`src/rtl/rlc_pkg.sv`:
```
package rlc_pkg;

  typedef enum logic [1:0] {
    PRED_HOLD = 2'd0,
    PRED_UP   = 2'd1,
    PRED_DOWN = 2'd2
  } pred_e;

  // Roughly linear map of a level onto a probability threshold out of 2**pw.
  function automatic int unsigned lvl_thresh(input int unsigned lvl,
                                             input int unsigned nlvl,
                                             input int unsigned pw);
    return (lvl * (32'd1 << pw) + (nlvl - 1) / 2) / (nlvl - 1);
  endfunction

endpackage

```
`src/rtl/rlc_interval.sv`:
```
module rlc_interval #(
  parameter int unsigned CNT_W      = 12,
  parameter int unsigned MIN_EVENTS = 1024
) (
  input  logic          clk,
  input  logic          rst_n,
  input  logic          hg_i,
  input  logic          hl_i,
  input  logic          lg_i,
  input  logic          ll_i,
  output logic          eval_o,
  output rlc_pkg::pred_e pred_o
);
  localparam int unsigned CW = CNT_W + 1;

  logic [CW-1:0] hg_c, hl_c, lg_c, ll_c, ev_c;
  logic [CW-1:0] hg_n, hl_n, lg_n, ll_n, ev_n;
  logic signed [CW:0] up_net, dn_net;
  logic close;
  rlc_pkg::pred_e pred_d;

  always_comb begin
    hg_n   = hg_c + CW'(hg_i);
    hl_n   = hl_c + CW'(hl_i);
    lg_n   = lg_c + CW'(lg_i);
    ll_n   = ll_c + CW'(ll_i);
    ev_n   = ev_c + CW'(hg_i) + CW'(hl_i) + CW'(lg_i) + CW'(ll_i);
    close  = (ev_n >= CW'(MIN_EVENTS));
    up_net = $signed({1'b0, hg_n}) - $signed({1'b0, hl_n});
    dn_net = $signed({1'b0, lg_n}) - $signed({1'b0, ll_n});
    if (up_net > 0 && up_net >= dn_net)
      pred_d = rlc_pkg::PRED_UP;
    else if (dn_net > 0)
      pred_d = rlc_pkg::PRED_DOWN;
    else
      pred_d = rlc_pkg::PRED_HOLD;
  end

  always_ff @(posedge clk) begin
    if (!rst_n) begin
      hg_c   <= '0;
      hl_c   <= '0;
      lg_c   <= '0;
      ll_c   <= '0;
      ev_c   <= '0;
      eval_o <= 1'b0;
      pred_o <= rlc_pkg::PRED_HOLD;
    end else if (close) begin
      hg_c   <= '0;
      hl_c   <= '0;
      lg_c   <= '0;
      ll_c   <= '0;
      ev_c   <= '0;
      eval_o <= 1'b1;
      pred_o <= pred_d;
    end else begin
      hg_c   <= hg_n;
      hl_c   <= hl_n;
      lg_c   <= lg_n;
      ll_c   <= ll_n;
      ev_c   <= ev_n;
      eval_o <= 1'b0;
    end
  end


  ev_bound_chk: assert property (@(posedge clk) disable iff (!rst_n)
    ev_c < CW'(MIN_EVENTS));

endmodule

```
`src/rtl/rlc_vote.sv`:
```
module rlc_vote #(
  parameter int unsigned NUM_LVL  = 8,
  parameter int unsigned INIT_LVL = 3,
  parameter int unsigned AGREE    = 4
) (
  input  logic                       clk,
  input  logic                       rst_n,
  input  logic                       eval_i,
  input  rlc_pkg::pred_e             pred_i,
  output logic [$clog2(NUM_LVL)-1:0] level_o
);
  localparam int unsigned LW = $clog2(NUM_LVL);
  localparam int unsigned AW = $clog2(AGREE + 1);
  localparam logic [LW-1:0] TOP_LVL = LW'(NUM_LVL - 1);

  logic [AW-1:0] run_q;
  rlc_pkg::pred_e last_q;

  always_ff @(posedge clk) begin
    if (!rst_n) begin
      run_q   <= '0;
      last_q  <= rlc_pkg::PRED_HOLD;
      level_o <= LW'(INIT_LVL);
    end else if (eval_i) begin
      last_q <= pred_i;
      if (pred_i == rlc_pkg::PRED_HOLD) begin
        run_q <= '0;
      end else if (pred_i == last_q && run_q != '0) begin
        if (run_q == AW'(AGREE - 1)) begin
          run_q <= '0;
          if (pred_i == rlc_pkg::PRED_UP && level_o != TOP_LVL)
            level_o <= level_o + 1'b1;
          else if (pred_i == rlc_pkg::PRED_DOWN && level_o != '0)
            level_o <= level_o - 1'b1;
        end else begin
          run_q <= run_q + 1'b1;
        end
      end else begin
        run_q <= AW'(1);
      end
    end
  end


  run_bound_chk: assert property (@(posedge clk) disable iff (!rst_n)
    run_q < AW'(AGREE));


  one_step_chk: assert property (@(posedge clk) disable iff (!rst_n)
    (level_o != $past(level_o)) |->
      (level_o == $past(level_o) + 1'b1 || level_o == $past(level_o) - 1'b1));


  lvl_range_chk: assert property (@(posedge clk) disable iff (!rst_n)
    level_o <= TOP_LVL);

endmodule

```
`src/rtl/rlc_filter.sv`:
```
module rlc_filter #(
  parameter int unsigned NUM_LVL = 8,
  parameter int unsigned LFSR_W  = 16,
  parameter int unsigned PROB_W  = 4,
  parameter logic [LFSR_W-1:0] TAPS = 16'hB400,
  parameter logic [LFSR_W-1:0] SEED = 16'hACE1
) (
  input  logic                       clk,
  input  logic                       rst_n,
  input  logic [$clog2(NUM_LVL)-1:0] level_i,
  input  logic                       evict_valid_i,
  output logic                       evict_ready_o,
  output logic                       rep_valid_o,
  input  logic                       rep_ready_i,
  output logic                       rep_flag_o
);
  localparam int unsigned LW = $clog2(NUM_LVL);
  localparam logic [LW-1:0] TOP_LVL = LW'(NUM_LVL - 1);

  logic [LFSR_W-1:0] lfsr_q;
  logic [PROB_W:0]   thr;
  logic              fb, take, decide;

  always_comb begin
    thr    = (PROB_W+1)'(rlc_pkg::lvl_thresh(32'(level_i), NUM_LVL, PROB_W));
    fb     = ^(lfsr_q & TAPS);
    decide = ({1'b0, lfsr_q[PROB_W-1:0]} < thr);
  end

  assign evict_ready_o = !rep_valid_o || rep_ready_i;
  assign take          = evict_valid_i && evict_ready_o;

  always_ff @(posedge clk) begin
    if (!rst_n) begin
      lfsr_q      <= SEED;
      rep_valid_o <= 1'b0;
      rep_flag_o  <= 1'b0;
    end else if (take) begin
      lfsr_q      <= {lfsr_q[LFSR_W-2:0], fb};
      rep_valid_o <= 1'b1;
      rep_flag_o  <= decide;
    end else if (rep_ready_i) begin
      rep_valid_o <= 1'b0;
    end
  end


  stall_hold_chk: assert property (@(posedge clk) disable iff (!rst_n)
    (rep_valid_o && !rep_ready_i) |=> (rep_valid_o && $stable(rep_flag_o)));


  lvl_zero_chk: assert property (@(posedge clk) disable iff (!rst_n)
    (take && level_i == '0) |=> !rep_flag_o);


  lvl_top_chk: assert property (@(posedge clk) disable iff (!rst_n)
    (take && level_i == TOP_LVL) |=> rep_flag_o);


  lfsr_live_chk: assert property (@(posedge clk) disable iff (!rst_n)
    lfsr_q != '0);

endmodule

```
`src/rtl/repl_level_ctrl.sv`:
```
module repl_level_ctrl #(
  parameter int unsigned NUM_LVL    = 8,
  parameter int unsigned INIT_LVL   = 3,
  parameter int unsigned AGREE      = 4,
  parameter int unsigned CNT_W      = 12,
  parameter int unsigned MIN_EVENTS = 1024,
  parameter int unsigned LFSR_W     = 16,
  parameter int unsigned PROB_W     = 4
) (
  input  logic       clk,
  input  logic       rst_n,
  input  logic       hit_gain_up_i,
  input  logic       miss_loss_up_i,
  input  logic       miss_gain_dn_i,
  input  logic       hit_loss_dn_i,
  input  logic       evict_valid_i,
  output logic       evict_ready_o,
  output logic       rep_valid_o,
  input  logic       rep_ready_i,
  output logic       rep_flag_o,
  output logic [2:0] level_o
);
  localparam int unsigned LW = $clog2(NUM_LVL);

  logic           eval;
  rlc_pkg::pred_e pred;
  logic [LW-1:0]  level;

  rlc_interval #(.CNT_W(CNT_W), .MIN_EVENTS(MIN_EVENTS)) u_interval (
    .clk(clk), .rst_n(rst_n),
    .hg_i(hit_gain_up_i), .hl_i(miss_loss_up_i),
    .lg_i(miss_gain_dn_i), .ll_i(hit_loss_dn_i),
    .eval_o(eval), .pred_o(pred)
  );

  rlc_vote #(.NUM_LVL(NUM_LVL), .INIT_LVL(INIT_LVL), .AGREE(AGREE)) u_vote (
    .clk(clk), .rst_n(rst_n), .eval_i(eval), .pred_i(pred), .level_o(level)
  );

  rlc_filter #(.NUM_LVL(NUM_LVL), .LFSR_W(LFSR_W), .PROB_W(PROB_W)) u_filter (
    .clk(clk), .rst_n(rst_n), .level_i(level),
    .evict_valid_i(evict_valid_i), .evict_ready_o(evict_ready_o),
    .rep_valid_o(rep_valid_o), .rep_ready_i(rep_ready_i),
    .rep_flag_o(rep_flag_o)
  );

  assign level_o = 3'(level);


  lvl_needs_eval_chk: assert property (@(posedge clk) disable iff (!rst_n)
    (level_o != $past(level_o)) |-> $past(eval));

endmodule

```
`config.mk`:
```
export PLATFORM = sky130hd
export DESIGN_NAME = repl_level_ctrl
export DESIGN_NICKNAME = d
export VERILOG_FILES = /design/src/rtl/rlc_pkg.sv /design/src/rtl/rlc_interval.sv /design/src/rtl/rlc_vote.sv /design/src/rtl/rlc_filter.sv /design/src/rtl/repl_level_ctrl.sv
export SDC_FILE = /design/constraint.sdc
export NUM_CORES = 1
export LEC_CHECK = 0
export ABC_AREA = 1
export ABC_CLOCK_PERIOD_IN_PS = 3500
export BUFFER_PORTS_ARGS = -buffer_cell sky130_fd_sc_hd__buf_2
export CORE_UTILIZATION = 51
export DETAILED_ROUTE_END_ITERATION = 6
export PLACE_DENSITY = 0.79
export SYNTH_ARGS = -nofsm -noshare
export SYNTH_HDL_FRONTEND = slang
export SYNTH_SLANG_ARGS = --single-unit
```
`constraint.sdc`:
```
create_clock -name clk -period 3.5 [get_ports clk]
set_input_delay 0.175 -clock clk [delete_from_list [all_inputs] [get_ports clk]]
set_output_delay 0.175 -clock clk [all_outputs]
set_load 0.01 [all_outputs]
```
# == Yosys cells after proc, flatten, opt, wreduce, memory -nomap -nowiden ==
# Cells that the tools add are included.
# word_totals
regBits,94
latchBits,0
ram_bits,0
romBits,0
in_bits,8
out_inout_bits,6
elab_cells,65
mem_count,0
# op_classes
n_addsub,14
mul,0
n_div,1
n_lt_le_gt_ge,5
n_eq_ne,5
n_shift,0
n_mux,10
bitwise_logic,2
n_reduce_logical,15
# op_table
cell,n
$add A13 B1 Y13,8
$div A32 B3 Y32 const B,1
$gt A14 B1 Y1 const B,2
$sub A13 B13 Y14,2
$reduce_xor A16 Y1,1
$mux W3,5
$ge A14 B14 Y1,1
$ge A13 B11 Y1 const B,1
$add A7 B2 Y8 const B,1
$add A3 B1 Y3 const B,2
$reduce_bool A3 Y1,2
$logic_and A1 B1 Y1,5
$lt A4 B5 Y1,1
$reduce_and A5 Y1,1
$mux W2,2
$reduce_bool A2 Y1,2
$eq A3 B2 Y1 const B,1
$mux W1,3
$ne A3 B3 Y1 const B,1
$sub A3 B1 Y3 const B,1
$eq A2 B1 Y1 const B,1
$eq A2 B2 Y1,1
$eq A2 B2 Y1 const B,1
$logic_not A2 Y1,1
4 further kinds,5

# == Depth between registers and ports, before layout ==
# Gate-level depths: netlist (run 1).
# depth
depth_word,6
ltp_mapped,34
ltp_nobuf,34

# == Cells and area by module ==
# Synthesis (run 1) repeated with hierarchy kept, for this count alone.
# unflattened
hier_cells,1054
hier_area_um2,6776.5
# modules_own_cells
module,n_inst,cells_each,area_per_inst_um2,seq_area_each_um2
rlc_interval,1,854,5363.9,1361.3
rlc_filter,1,130,910.9,360.3
rlc_vote,1,70,501.7,160.2

# == Worst setup path after synthesis (run 1) ==
# Ideal clock, no wire load.
# synth_timing
kind,register -> register
start,register u_interval.lg_c[0]
end,register u_interval.pred_o[1]
setup_ns,0.112
arrival_time_ns,3.478
t_required_ns,3.388
path_slack_ns,-0.090
stages_incl_launch_ff,31
n_path_buf,0
synth_period_minus_slack_ns,3.590
cell_sequence,dfxtp_1 -> ha_1 -> nand2_2 -> nor2_1 -> nand2_1 -> nor2_1 -> inv_1 -> nor2_2 -> inv_1 -> nor2_2 -> nand4_1 -> xor2_1 -> inv_1 -> ha_1 -> a21oi_1 -> nand2_1 -> nor2_1 -> nand2_2 -> ha_1 -> nand2_1 -> nor2_1 -> nand2_1 -> o211a_1 -> o21ai_0 -> nand2_1 -> o211ai_1 -> nand2_1 -> inv_1 -> nand2_1 -> nand2_1 -> nand2_1
# synth_between
elab_chain_cells,5
word_cells_on_any_way,7
cone_classes,add/sub (2); order compare (2); mux (2); reduce/logical (1)
# synth_lines
item,line,rtl
start: declaration,rlc_interval.sv:16,"logic [CW-1:0] hg_c, hl_c, lg_c, ll_c, ev_c;"
start signal: assignment,rlc_interval.sv:59,lg_c <= lg_n;
$add A13 B1 Y13 *,rlc_interval.sv:25,lg_n = lg_c + CW'(lg_i);
named net u_interval.lg_n[12],rlc_interval.sv:17,"logic [CW-1:0] hg_n, hl_n, lg_n, ll_n, ev_n;"
$sub A13 B13 Y14 *,rlc_interval.sv:30,"dn_net = $signed({1'b0, lg_n}) - $signed({1'b0, ll_n});"
$gt A14 B1 Y1 / $ge A14 B14 Y1 (equally long branches),"rlc_interval.sv:33, rlc_interval.sv:31",
$mux W2 / $logic_and A1 B1 Y1 (equally long branches),"rlc_interval.sv:33, rlc_interval.sv:31",
$mux W2 *,rlc_interval.sv:31,if (up_net > 0 && up_net >= dn_net)
end signal: assignment,rlc_interval.sv:47,pred_o <= rlc_pkg::PRED_HOLD;
end signal: assignment,rlc_interval.sv:55,pred_o <= pred_d;
end: declaration,rlc_interval.sv:12,output rlc_pkg::pred_e pred_o
# The timed path passes the listed nets; every way through them passes the cells marked *.
# A chain may end at the register's enable or synchronous reset.

# == Final worst setup path (run 1) ==
# layout_timing
start,register u_interval.hl_c[0]
end,register u_interval.pred_o[1]
# layout_between
elab_chain_cells,5
word_cells_on_any_way,6
cone_classes,add/sub (2); order compare (2); mux (1); reduce/logical (1)
# layout_lines
item,line,rtl
start: declaration,rlc_interval.sv:16,
start signal: assignment,rlc_interval.sv:58,hl_c <= hl_n;
$add A13 B1 Y13 *,rlc_interval.sv:24,hl_n = hl_c + CW'(hl_i);
$sub A13 B13 Y14 *,rlc_interval.sv:29,"up_net = $signed({1'b0, hg_n}) - $signed({1'b0, hl_n});"
$gt A14 B1 Y1 / $ge A14 B14 Y1 (equally long branches),rlc_interval.sv:31,
$logic_and A1 B1 Y1 *,rlc_interval.sv:31,
$mux W2 *,rlc_interval.sv:31,
# Every way passes the cells marked *; elsewhere a longest branch is shown, timed or not.

==> results of run 1 <==
[through the flow]
stage	utilization (%)	cell area [um^2]	total power [W]	TNS, ps
6_report	67.4	8200	0.00251	-279
5_1_grt	67.4	8200	0.00263	-847
4_1_cts	65.5	7970	0.00251	-177
3_5_place_dp	60.3	7330	0.00145	-832
3_3_place_gp	60.3	7330	0.00144	-679
2_1_floorplan	-	6470	0.00136	-40.2
[cells in the mapped netlist, drive strengths merged (2+ instances only)]
cell type    n  share of area [%]
nand2      265                 17
a21oi       35                3.0
and3         2               0.19
fa           6                1.9
o21a         2               0.23
a211oi       3               0.35
o21bai       6               0.70
buf          6               0.70
nand3       66                5.5
nor3        13                1.5
nand4       14                1.4
nand3b       5               0.84
o21ai       28                2.2
clkbuf       5               0.29
ha          51                9.9
o211ai       2               0.23
inv        153                8.9
dfxtp       94                 29
nor2       148                9.7
xnor2       10                1.4
xor2        31                4.2
[critical path, delay by kind of cell (launching register included)]
kind / cells / cell delay, ps
adders and majority gates: 3 / 770
AOI/OAI and AO/OA: 5 / 590
buffers and inverters: 2 / 230
xor gates and xnor gates: 1 / 210
DFF: 1 / 330
and+or+nand+nor: 16 / 1410
[power groups by stage]
| stage | Combinational, W | Clock, W | Sequential, W |
|---|---|---|---|
| global placement | 0.000298 | 0 | 0.00114 |
| CTS | 0.000326 | 0.00107 | 0.00112 |
| finish | 0.000345 | 0.00104 | 0.00112 |
| global route | 0.000394 | 0.00111 | 0.00112 |
| floorplan | 0.000222 | 0 | 0.00114 |
| detailed placement | 0.000304 | 0 | 0.00114 |
[cell families after synthesis]
kind of cell | Yosys count
other cells | 1
flops | 94
xor+xnor | 41
fa+ha+maj | 57
simple gates | 517
compound gates | 79
buf+inv | 164
[sequential cells by signal, summed over array words and instances (netlist names)]
signal                flops
u_filter.lfsr_q          16
u_filter.rep_flag_o       1
u_filter.rep_valid_o      1
u_interval.ev_c          13
u_interval.eval_o         1
u_interval.hg_c          13
u_interval.hl_c          13
u_interval.lg_c          13
u_interval.ll_c          13
u_interval.pred_o         2
u_vote.last_q             2
u_vote.level_o            3
u_vote.run_q              3
[metal layers]
metal / vias up / wire length (um)
met5: - / 0
met4: 0 / 208
met3: 17 / 442
met2: 69 / 7000
met1: 2722 / 6340
li1: 3213 / -
[area by class of cell]
class / instances / area (um^2)
repair buffers: 118 / 882
fillers: 997 / 3960
inverters: 153 / 574
clock buffers: 9 / 225
clock inverters: 7 / 88.8
multi-input cells: 697 / 4340
well taps: 168 / 210
flip-flops and latches: 94 / 1890
[worst min-delay path by stage]
stage | start | end | slack (ps) | depth (start not counted)
floorplan | rst_n | u_vote.run_q[0]$_SDFFE_PN0P_ | 410 | 2
global placement | u_filter.lfsr_q[14]$_SDFFE_PN0P_ | u_filter.lfsr_q[15]$_SDFFE_PN1P_ | 440 | 2
detailed placement | u_filter.lfsr_q[6]$_SDFFE_PN1P_ | u_filter.lfsr_q[7]$_SDFFE_PN1P_ | 450 | 2
CTS | rep_ready_i | u_filter.rep_valid_o$_SDFFE_PN0P_ | 90 | 4
global route | rep_ready_i | u_filter.rep_valid_o$_SDFFE_PN0P_ | 130 | 4
finish | rep_ready_i | u_filter.rep_valid_o$_SDFFE_PN0P_ | 100 | 4
[what timing repair did]
action | CTS | global route
setup buffers | 14 | 8
pin swaps | 28 | 32
endpoints found under the hold margin | 0 | 0
setup endpoints to repair | 2 | 2
resized for setup | 45 | 41
==> impl_metrics.ini, run 1 <==
[outcome]
status = finished with violations
violations = setup timing

[floorplan]
die_area_mm2 = 0.0131
die_h_um = 114
io_pins = 14
design.core.area_mm2 = 0.0122
start_util_pct = 53.0
die_width_um = 114
rows = 40

[worst_setup_path]
crit_start = u_interval.hl_c[0]$_SDFF_PP0_
crit_type = flip-flop to flip-flop
worst_setup_path_start_kind = flip-flop
cp_max_fo = 4
r2r-end = u_interval.pred_o[1]$_SDFFE_PN0P_
ff2ff_setup_slack_ps = -160
rr_startpoint = u_interval.hl_c[0]$_SDFF_PP0_
crit_path_end = u_interval.pred_o[1]$_SDFFE_PN0P_
slowest_stage = dfxtp_2
required_ps = 3760
arrival_ps = 3920
end_kind = flip-flop
max_stage_delay_ps = 330
reg2regPathDepth = 27
crit_top_cell = nand2_1

[grt]
antenna_found_initial = 0
grt.overflow.total = 0
grt_usage_pct = 22.6
met2_usage_pct = 41.4
grt_max_degree = 32
grt_use_met1_pct = 26.5
use_met3_pct = 4.50
grt_pass1_vias = 5783
busiest_layer = met2
grt_pass1_wl_mm = 24.0

[yosys]
synth_top_family_by_area = simple AND/OR/NAND/NOR gates
synth_compound_area_share_pct = 7.11
synth-seq-cells = 94
synthSimpleGateAreaFrac_pct = 36.4
ys_types = 41
yosysWarnings = 0
syn_inst = 953
synth-seq-area-share_pct = 29.2
syn_area_mm2 = 0.00644
synthMuxAreaShare_pct = 0
synth_xor_area_share_pct = 5.57
yosys_most_used_dff = dfxtp_1
yosys.area_share.adder_pct = 11.8
synth.avg_cell_area_um2 = 6.76
synthArstFlopShare_pct = 0
synth_edf_count = 0

[power]
p_leak_nw = 4.05
powerDensity_mw_per_mm2 = 306
combinationalPowerShare_pct = 13.8
p_sw_w = 0.000689
swShare_pct = 27.5
irDropWorstVdd_v = 0.000349
pwr-share-clk_pct = 41.6
seqPwrFrac_pct = 44.6
p_int_w = 0.00182

[placement]
dp_hpwl_mm = 9.92
post-place-ws_ps = -434
gp_congestion = 0.804
dp_cells = 1208
port_buffers = 13

[timing]
max_slew_margin_pct = 63.7
final_hold_viol_count = 0
rsz0062_at_grt = yes
timing_worst_slew_pin_value_ps = 544
setup_viol = 2
period_minus_slack_ps = 3660
timing.final.ws_setup_ps = -156
whs_ps = 96.3
skew_ps = 6.76
fin_crit_sh_pct = 104
fmaxAchievable_ghz = 0.274
finalMaxSlewViolations = 0

[layout]
stdcell_count = 1246
drive_gt1_share_pct = 25.5
nNetsFinal = 1138
area_growth_pct = 27.4
final_common_cell = nand2_1
layout_common_cells = 227 x nand2_1, 138 x inv_1, 119 x nor2_1
n_antenna_cell = 0

[clock_tree]
cts_root_buffer = clkbuf_16
clk_pin_slew_worst_paths_ps = 70
cts_max_level = 3
cts.sinks = 94
clkLatencyLatePin_ps = 360
cts_buffers = 9
clock_path_buffers = 2
cts_tree = yes
cts_hold_buf = 0

[min_path]
hold_path_class = input pin to flip-flop

[drt]
wl_per_cell_um = 11.2
finalWirelength_mm = 14.0
drt_iter0_drc = 285
drc_errors = 0
dr.pass1.iters = 5
vias_per_cell = 4.83
ant_nets = 0
vias = 6021

[run]
maxCapViolations = 0
Power figures use the tool's default switching activity.
==> inputs of run 2 (changes only) <==
--- a/config.mk
+++ b/config.mk
@@ -8,9 +8,9 @@
 export ABC_AREA = 1
 export ABC_CLOCK_PERIOD_IN_PS = 3500
 export BUFFER_PORTS_ARGS = -buffer_cell sky130_fd_sc_hd__buf_2
-export CORE_UTILIZATION = 51
+export CORE_UTILIZATION = 40
 export DETAILED_ROUTE_END_ITERATION = 6
-export PLACE_DENSITY = 0.79
+export PLACE_DENSITY = 0.66
 export SYNTH_ARGS = -nofsm -noshare
 export SYNTH_HDL_FRONTEND = slang
 export SYNTH_SLANG_ARGS = --single-unit
==> impl_metrics.ini, run 2 (synthesized netlist as in run 1, its figures left out) <==
[placement]
dp_cells = 1263
port_buffers = 13
dpl_cell_area_mm2 = 0.00744
gp_congestion = 0.765
dp_hpwl_mm = 10.1

[worst_setup_path]
required_ps = 3750
max_stage_delay_ps = 430
crit_top_cell = nand2_1
slowest_stage = or4_1
arrival_ps = 3890
crit_type = flip-flop to flip-flop
end_kind = flip-flop
cp_max_fo = 4
crit_buf_inv = 4
cp_top_family = simple AND/OR/NAND/NOR gates
worst_setup_path_start_kind = flip-flop

[clock_tree]
cts_root_buffer = clkbuf_16
cts_hold_buf = 0
cts_tree = yes
clkLatencyLatePin_ps = 350
clk_pin_slew_worst_paths_ps = 70
clock_path_buffers = 2
cts_buffers = 9
cts.sinks = 94
cts_max_level = 3

[layout]
nNetsFinal = 1135
regMostFlops = u_filter.lfsr_q
largest_reg_flops = 16
final_core_util_pct = 51.6
stdcell_count = 1291
final_area_mm2 = 0.00816
n_antenna_cell = 0
area_growth_pct = 26.7
final_common_cell = nand2_1
drive_gt1_share_pct = 23.7
layout_common_cells = 225 x nand2_1, 141 x inv_1, 123 x nor2_1

[timing]
setup_viol = 2
timing_worst_slew_pin_value_ps = 564
fmaxAchievable_ghz = 0.275
final_hold_viol_count = 0
max_slew_margin_pct = 62.3
period_minus_slack_ps = 3640
finalMaxSlewViolations = 0
rsz0062_at_grt = yes
timing.final.ws_setup_ps = -136
fin_crit_sh_pct = 104
skew_ps = 5.40

[power]
seqPwrFrac_pct = 45.0
powerDensity_mw_per_mm2 = 305
pwr-share-clk_pct = 41.2
swShare_pct = 27.2
p_leak_nw = 4.04
p_int_w = 0.00181
p_total_w = 0.00249
p_sw_w = 0.000676
irDropWorstVdd_v = 0.000284
combinationalPowerShare_pct = 13.8

[outcome]
violations = setup timing
status = finished with violations

[grt]
grt_max_degree = 33
grt.overflow.total = 0
grt_usage_pct = 17.1
antenna_found_initial = 0
grt_pass1_vias = 5493
grt_pass1_wl_mm = 23.1

[drt]
vias = 5882
ant_nets = 0
wl_per_cell_um = 10.4
drt_iter0_drc = 215
finalWirelength_mm = 13.4
dr.pass1.iters = 4
drc_errors = 0
vias_per_cell = 4.56

[floorplan]
design.core.area_mm2 = 0.0158
die_area_mm2 = 0.0166
die_width_um = 129
rows = 46
start_util_pct = 40.7
die_h_um = 129
io_pins = 14

[min_path]
hold_path_class = input pin to flip-flop

[run]
maxCapViolations = 0
==> run 2: cell type report <==
type                            instances  area, um^2
Fill cell                            1502        7670
Timing Repair Buffer                  115         860
Tap cell                              216         270
Clock buffer                            9         225
Multi-Input combinational cell        697        4260
Clock inverter                          7        83.8
Inverter                              153         574
Sequential cell                        94        1880
==> run 2: power by group through the flow <==
stage          Combinational, W  Sequential, W  Clock [W]
6_report               0.000343        0.00112    0.00102
4_1_cts                0.000320        0.00112    0.00106
3_3_place_gp           0.000302        0.00114          0
3_5_place_dp           0.000307        0.00114          0
2_1_floorplan          0.000222        0.00114          0
5_1_grt                0.000402        0.00112    0.00110
==> run 2: path summary, 6_finish.rpt <==
check,startpoint,endpoint,slack (ps),cells after the start
worst max-delay path,u_interval.lg_c[0]$_SDFF_PP0_,u_interval.pred_o[1]$_SDFFE_PN0P_,-140,27
worst min-delay path,rep_ready_i,u_filter.rep_valid_o$_SDFFE_PN0P_,110,4
worst max register to register,u_interval.lg_c[0]$_SDFF_PP0_,u_interval.pred_o[1]$_SDFFE_PN0P_,-140,27
worst min register to register,u_filter.lfsr_q[4]$_SDFFE_PN0P_,u_filter.lfsr_q[5]$_SDFFE_PN1P_,460,2
==> run 2: timing repair <==
item                       in CTS  in global routing
buffers inserted                9                  3
hold endpoints to repair        0                  0
pin swaps                      23                 35
setup endpoints to repair       2                  2
resized for setup              28                 42
==> run 2: worst register-to-register path, cell delays in order (launching register included) <==
cell and delay (ps):
dfxtp_2 360, ha_1 170, nand2_1 90, nor2_2 130
nand2_1 90, or4_1 430, xor2_1 190, inv_1 80
ha_1 350, inv_1 90, o21bai_1 80, a21oi_2 130
nand3_1 80, nand2_1 100, inv_1 80, ha_4 270
nand2_4 60, nor2_4 100, nand2_1 60, o211a_1 120
o21ai_1 70, nand2_1 60, o211ai_1 70, nand2_1 70
inv_1 60, nand2_1 40, nand2_1 50, nand2_1 40
==> run 2: per-stage QoR <==
| step | setup TNS (ps) | hold WS (ps) | setup WS [ps] |
|---|---|---|---|
| 2_1_floorplan | -40.2 | 412 | -40.2 |
| 3_3_place_gp | -588 | 438 | -298 |
| 3_5_place_dp | -709 | 450 | -363 |
| 4_1_cts | -278 | 100 | -168 |
| 5_1_grt | -929 | 131 | -499 |
| 6_report | -227 | 112 | -136 |
==> run 2: layer usage <==
metal	part of all wire, %	track usage (%)
met1	50	21.3
met2	46	29.8
met3	2.3	3.91
met4	1.1	4.29
met5	0	0
